--- config.mk ---
export PLATFORM = sky130hd
export DESIGN_NAME = fetch_seg_router
export DESIGN_NICKNAME = d
export VERILOG_FILES = /design/src/rtl/fetch_route_pkg.sv /design/src/rtl/fetch_route_ctrl.sv /design/src/rtl/fetch_route_dp.sv /design/src/rtl/fetch_seg_router.sv
export SDC_FILE = /design/constraint.sdc
export NUM_CORES = 1
export LEC_CHECK = 0
export ABC_AREA = 1
export ABC_CLOCK_PERIOD_IN_PS = 1900
export BUFFER_PORTS_ARGS = -buffer_cell sky130_fd_sc_hd__buf_2
export CORE_MARGIN = 4
export CORE_UTILIZATION = 40
export DETAILED_ROUTE_END_ITERATION = 8
export PLACE_DENSITY_LB_ADDON = 0.1
export SYNTH_ARGS = -nofsm -noshare
export SYNTH_HDL_FRONTEND = slang
export SYNTH_SLANG_ARGS = --single-unit
--- constraint.sdc ---
create_clock -name clk -period 1.9 [get_ports clk]
set_input_delay 0.38 -clock clk [delete_from_list [all_inputs] [get_ports clk]]
set_output_delay 0.38 -clock clk [all_outputs]
set_load 0.01 [all_outputs]
--- src/rtl/fetch_route_pkg.sv ---
package fetch_route_pkg;

  typedef enum logic [1:0] {
    PATH_NONE     = 2'b00,
    PATH_CACHED   = 2'b01,
    PATH_UNCACHED = 2'b10
  } path_e;

  typedef enum logic [1:0] {
    REGION_NONE = 2'b00,
    REGION_RAM  = 2'b01,
    REGION_ROM  = 2'b10
  } region_e;

  // strobes from control to datapath
  typedef struct packed {
    logic load;      // write the counter from the load value
    logic capture;   // register a fetch result this edge
    logic cached;    // segment chooses the cached path
    logic uncached;  // segment chooses the uncached path
    logic segFault;  // segment is not fetchable
  } ctrl_s;

endpackage

--- src/rtl/fetch_route_ctrl.sv ---
module fetch_route_ctrl
  import fetch_route_pkg::*;
#(
  parameter logic [7:0] CACHED_SEGS   = 8'b0001_0001,
  parameter logic [7:0] UNCACHED_SEGS = 8'b0010_0000
) (
  input  logic       pcLoad,
  input  logic       fetchReq,
  input  logic [2:0] segBits,
  output ctrl_s      strobes
);

  logic isCached;
  logic isUncached;

  always_comb begin
    isCached   = CACHED_SEGS[segBits];
    isUncached = UNCACHED_SEGS[segBits];
    strobes.load     = pcLoad;
    strobes.capture  = fetchReq && !pcLoad;
    strobes.cached   = isCached;
    strobes.uncached = isUncached && !isCached;
    strobes.segFault = !(isCached || isUncached);
  end

endmodule

--- src/rtl/fetch_route_dp.sv ---
module fetch_route_dp
  import fetch_route_pkg::*;
#(
  parameter int unsigned       WAIT_W          = 8,
  parameter int unsigned       WORDS_PER_LINE  = 4,
  parameter int unsigned       RAM_WORD_COST   = 4,
  parameter int unsigned       RAM_FILL_PER_WD = 1,
  parameter int unsigned       RAM_END         = 32'h0080_0000,
  parameter int unsigned       RAM_SPAN        = 32'h0020_0000,
  parameter int unsigned       ROM_BASE        = 32'h1FC0_0000,
  parameter int unsigned       ROM_SPAN        = 32'h0008_0000,
  parameter logic [31:0]       RESET_PC        = 32'hBFC0_0000,
  parameter int unsigned       FETCH_BYTES     = 4,
  localparam int unsigned      PHYS_W          = 29,
  localparam int unsigned      IDX_W           = $clog2(RAM_SPAN),
  localparam int unsigned      COST_W          = WAIT_W + $clog2(WORDS_PER_LINE)
) (
  input  logic              clk,
  input  logic              rst_n,
  input  ctrl_s             strobes,
  input  logic [31:0]       pcLoadValue,
  input  logic [WAIT_W-1:0] romWait,
  output logic [2:0]        segBits,
  output logic [31:0]       pcOut,
  output logic              outValid,
  output logic [1:0]        pathSel,
  output logic [1:0]        regionSel,
  output logic [PHYS_W-1:0] physAddr,
  output logic [IDX_W-1:0]  memIndex,
  output logic              busErr,
  output logic [COST_W-1:0] wordCost,
  output logic [COST_W-1:0] fillCost
);

  localparam logic [PHYS_W-1:0] RAM_END_P  = PHYS_W'(RAM_END);
  localparam logic [PHYS_W-1:0] RAM_MASK_P = PHYS_W'(RAM_SPAN - 1);
  localparam logic [PHYS_W-1:0] ROM_LO_P   = PHYS_W'(ROM_BASE);
  localparam logic [PHYS_W-1:0] ROM_HI_P   = PHYS_W'(ROM_BASE + ROM_SPAN);
  localparam logic [PHYS_W-1:0] ROM_MASK_P = PHYS_W'(ROM_SPAN - 1);
  localparam logic [COST_W-1:0] RAM_WORD_C = COST_W'(RAM_WORD_COST);
  localparam logic [COST_W-1:0] RAM_FILL_C = COST_W'(RAM_FILL_PER_WD * WORDS_PER_LINE);
  localparam logic [COST_W-1:0] LINE_WORDS = COST_W'(WORDS_PER_LINE);

  logic [31:0]       pcReg;
  logic [PHYS_W-1:0] phys;
  logic              inRam;
  logic              inRom;
  logic              fault;
  logic [1:0]        pathNext;
  logic [1:0]        regionNext;
  logic [IDX_W-1:0]  idxNext;
  logic [COST_W-1:0] wordNext;
  logic [COST_W-1:0] fillNext;
  logic [COST_W-1:0] romWaitC;

  assign segBits = pcReg[31:29];
  assign pcOut   = pcReg;

  always_comb begin
    phys     = pcReg[PHYS_W-1:0];
    romWaitC = COST_W'(romWait);
    inRam    = phys < RAM_END_P;
    inRom    = (phys >= ROM_LO_P) && (phys < ROM_HI_P);
    fault    = strobes.segFault || !(inRam || inRom);

    pathNext   = PATH_NONE;
    regionNext = REGION_NONE;
    idxNext    = '0;
    wordNext   = '0;
    fillNext   = '0;
    if (!fault) begin
      pathNext = strobes.cached ? PATH_CACHED : PATH_UNCACHED;
      if (inRam) begin
        regionNext = REGION_RAM;
        idxNext    = IDX_W'(phys & RAM_MASK_P);
      end else begin
        regionNext = REGION_ROM;
        idxNext    = IDX_W'((phys - ROM_LO_P) & ROM_MASK_P);
      end
      if (strobes.uncached) begin
        wordNext = inRam ? RAM_WORD_C : romWaitC;
      end
      if (strobes.cached) begin
        fillNext = inRam ? RAM_FILL_C : COST_W'(romWaitC * LINE_WORDS);
      end
    end
  end

  always_ff @(posedge clk) begin
    if (!rst_n) begin
      pcReg     <= RESET_PC;
      outValid  <= 1'b0;
      busErr    <= 1'b0;
      pathSel   <= PATH_NONE;
      regionSel <= REGION_NONE;
      physAddr  <= '0;
      memIndex  <= '0;
      wordCost  <= '0;
      fillCost  <= '0;
    end else begin
      outValid <= strobes.capture;
      busErr   <= strobes.capture && fault;
      if (strobes.load) begin
        pcReg <= pcLoadValue;
      end else if (strobes.capture && !fault) begin
        pcReg <= pcReg + 32'(FETCH_BYTES);
      end
      if (strobes.capture) begin
        pathSel   <= pathNext;
        regionSel <= regionNext;
        physAddr  <= phys;
        memIndex  <= idxNext;
        wordCost  <= wordNext;
        fillCost  <= fillNext;
      end
    end
  end

endmodule

--- src/rtl/fetch_seg_router.sv ---
module fetch_seg_router
  import fetch_route_pkg::*;
#(
  parameter int unsigned  WAIT_W         = 8,
  parameter int unsigned  WORDS_PER_LINE = 4,
  parameter logic [31:0]  RESET_PC       = 32'hBFC0_0000,
  parameter int unsigned  RAM_SPAN       = 32'h0020_0000,
  localparam int unsigned IDX_W          = $clog2(RAM_SPAN),
  localparam int unsigned COST_W         = WAIT_W + $clog2(WORDS_PER_LINE)
) (
  input  logic              clk,
  input  logic              rst_n,
  input  logic              pcLoad,
  input  logic [31:0]       pcLoadValue,
  input  logic              fetchReq,
  input  logic [WAIT_W-1:0] romWait,
  output logic [31:0]       pcOut,
  output logic              outValid,
  output logic [1:0]        pathSel,
  output logic [1:0]        regionSel,
  output logic [28:0]       physAddr,
  output logic [IDX_W-1:0]  memIndex,
  output logic              busErr,
  output logic [COST_W-1:0] wordCost,
  output logic [COST_W-1:0] fillCost
);

  ctrl_s      strobes;
  logic [2:0] segBits;

  fetch_route_ctrl u_ctrl (
    .pcLoad   (pcLoad),
    .fetchReq (fetchReq),
    .segBits  (segBits),
    .strobes  (strobes)
  );

  fetch_route_dp #(
    .WAIT_W         (WAIT_W),
    .WORDS_PER_LINE (WORDS_PER_LINE),
    .RAM_SPAN       (RAM_SPAN),
    .RESET_PC       (RESET_PC)
  ) u_dp (
    .clk         (clk),
    .rst_n       (rst_n),
    .strobes     (strobes),
    .pcLoadValue (pcLoadValue),
    .romWait     (romWait),
    .segBits     (segBits),
    .pcOut       (pcOut),
    .outValid    (outValid),
    .pathSel     (pathSel),
    .regionSel   (regionSel),
    .physAddr    (physAddr),
    .memIndex    (memIndex),
    .busErr      (busErr),
    .wordCost    (wordCost),
    .fillCost    (fillCost)
  );

endmodule

==> flow_summary.json <==
{
  "run_status": "completed",
  "firstDrtPassIters": 4,
  "final_nets": 902,
  "vias": 5122,
  "gp_congestion": 0.874,
  "grt_antenna_before_repair": 0,
  "end_kind": "register",
  "synthTopCellsByArea": "dfxtp_1 (43%), nand2_1 (15%), a21oi_1 (7.3%), nand3_1 (6.4%), nor2_1 (3.9%)",
  "muxShareOfSynthArea_pct": 0,
  "leakage_nw": 2.87,
  "io_buffers": 147,
  "die_h_um": 119,
  "syn_inst": 698,
  "core-area_um2": 12100,
  "synth_fa_ha_area_share_pct": 0.505,
  "synth_cell_types": 40,
  "synth-seq-cells": 106,
  "cp-start-kind": "register",
  "ys.flop_type": "dfxtp_1",
  "rows": 40,
  "grt_pass1_vias": 4884,
  "final-hold-violation-count": 0,
  "synth_top_family_by_area": "simple AND/OR/NAND/NOR gates",
  "grt_max_degree": 63,
  "timing.final.max_slew_violations": 0,
  "grt-ovfl-total": 0,
  "htreeDepth": 3,
  "antenna_left": 0,
  "ys_warn_count": 0,
  "synthArstFlopShare_pct": 0,
  "cp.required_ps": 2150,
  "initial_core_util_pct": 41.1,
  "syn2layout_area_growth_pct": 28.5,
  "synth_area_per_cell_um2": 7.10,
  "die_area_um2": 14200,
  "worst-setup-path-type": "register to register",
  "synth_most_common_cell": "nand2_1",
  "setup_viol": 0,
  "drv_cap": 0,
  "drive_gt1_share_pct": 29.0,
  "yosys.area.top_type_share_pct": 42.8,
  "max-vdd-ir-drop_uv": 388,
  "power_density_nw_per_um2": 788,
  "die_w_um": 119,
  "place_hpwl_mm": 12.0,
  "ctsRootBufferMaster": "clkbuf_16",
  "drc": 0,
  "synth_compound_area_share_pct": 16.7,
  "ios": 152,
  "fmax_ghz": 0.552,
  "num_antenna_cells": 0,
  "cts_tree": "done",
  "dp_worst_setup_slack_ps": 105,
  "routedWlPerCell_um": 15.3,
  "yosys-top-cells-count": "nand2_1 (193), dfxtp_1 (106), a21oi_1 (72)",
  "yosysSeqAreaShare_pct": 42.8,
  "cts_sinks": 106,
  "synth_top_area_cell": "dfxtp_1",
  "holdCritPathClass": "input pin to register",
  "initialDrtViolationCount": 461,
  "period_share_pct": 95.4,
  "grt_pass1_wl_mm": 25.4,
  "rsz0062_at_grt": "no",
  "min_period_ps": 1810,
  "numCtsBuffers": 9,
  "track_usage_pct": 22.0,
  "viasPerCell": 4.98,
  "fin_ws_ps": 87.4,
  "wl_mm": 15.8,
  "cp.arrival_ps": 2070,
  "synth_xor_area_share_pct": 1.59,
  "clk_latency_ps": 350,
  "synth_area_um2": 4950,
  "hold_ws_ps": 265,
  "critPathMaxFanout": 7,
  "clkTransAtPathRegs_ps": 80,
  "synth-simple-area-share_pct": 30.6,
  "synth_edf_count": 0,
  "finalSetupTns_ps": 0,
  "ctsLongestPathBuffers": 2,
  "clock_skew_ps": 9.19
}
## stage by stage
stage	total power [mW]	std cells	instance area [µm²]	util [%]
global placement	3.17	1013	6050	50.2
global route	5.24	1029	6370	52.8
detailed placement	3.18	1013	6050	50.2
finish	5.02	1029	6370	52.8
CTS	5.04	1029	6350	52.7
floorplan	2.86	701	4960	-
## registers in the layout (all words and copies together), names as in the netlist
name / flops
u_dp.physAddr: 29
u_ctrl.isCached: 1
u_dp.memIndex: 21
u_dp.regionSel: 2
u_dp.wordCost: 8
u_dp.fillCost: 8
u_dp.busErr: 1
u_ctrl.isUncached: 1
u_dp.outValid: 1
u_dp.pcOut: 32
u_dp.pathSel: 2
## path summary, 6_finish.rpt
kind                                  startpoint                to  slack (ps)  cells past startpoint
worst max-delay path              u_dp.pcOut[19]    u_dp.pcOut[21]          90                      9
worst min register to register  u_dp.physAddr[7]  u_dp.physAddr[7]         460                      2
worst min-delay path             pcLoadValue[24]    u_dp.pcOut[24]         260                      3
worst max register to register    u_dp.pcOut[19]    u_dp.pcOut[21]          90                      9
## timing repair
action	4_1_cts	5_1_grt
hold endpoints to repair	0	0
hold buffers	0	0
buffers inserted	0	0
endpoints found under the setup margin	0	12
gates resized for setup	0	7
## cells by family after synthesis
| family | Yosys count |
|---|---|
| other cells | 1 |
| compound gates | 150 |
| flops | 106 |
| buf+inv | 90 |
| simple gates | 340 |
| xor+xnor | 9 |
| fa+ha+maj | 2 |
## metal layers
layer	track usage, %	up-vias	share of wire (%)
li1	-	2603	-
met4	5.00	0	1.0
met2	36.3	139	47
met3	3.89	11	5.3
met5	0	-	0
met1	30.0	2369	47
## power breakdown
part | switching [mW] | internal, mW
Combinational | 0.449 | 0.277
Sequential | 0.0929 | 2.31
Clock | 0.928 | 0.957
## layout by cell type, fill, tap and decap left out, types with 11 or more instances in the layout
master / n
nand2_1: 192
buf_2: 147
dfxtp_1: 103
a21oi_1: 72
nand3_1: 63
nor2_1: 49
buf_4: 38
inv_1: 34
o21ai_0: 23
o21ai_1: 21
a31oi_1: 13
o211ai_1: 12
inv_2: 11
## worst max-delay path, cell delays in order, from the launching register on
cell     delay [ps]
dfxtp_1         580
nand2_1         120
nor2_1          190
nand2_1         120
nor2_1          100
a21oi_1          60
o21ai_0         310
nand3_1         120
nand2_1          80
inv_1            30
## final cells by class
type | instances | area (µm²)
fillers | 1228 | 5700
multi-input cells | 505 | 2470
flip-flops and latches | 106 | 2130
repair buffers | 188 | 1080
clock buffers | 10 | 239
well taps | 168 | 210
inverters | 46 | 175
clock inverters | 6 | 61.3
(Power assumes the default switching activity.)
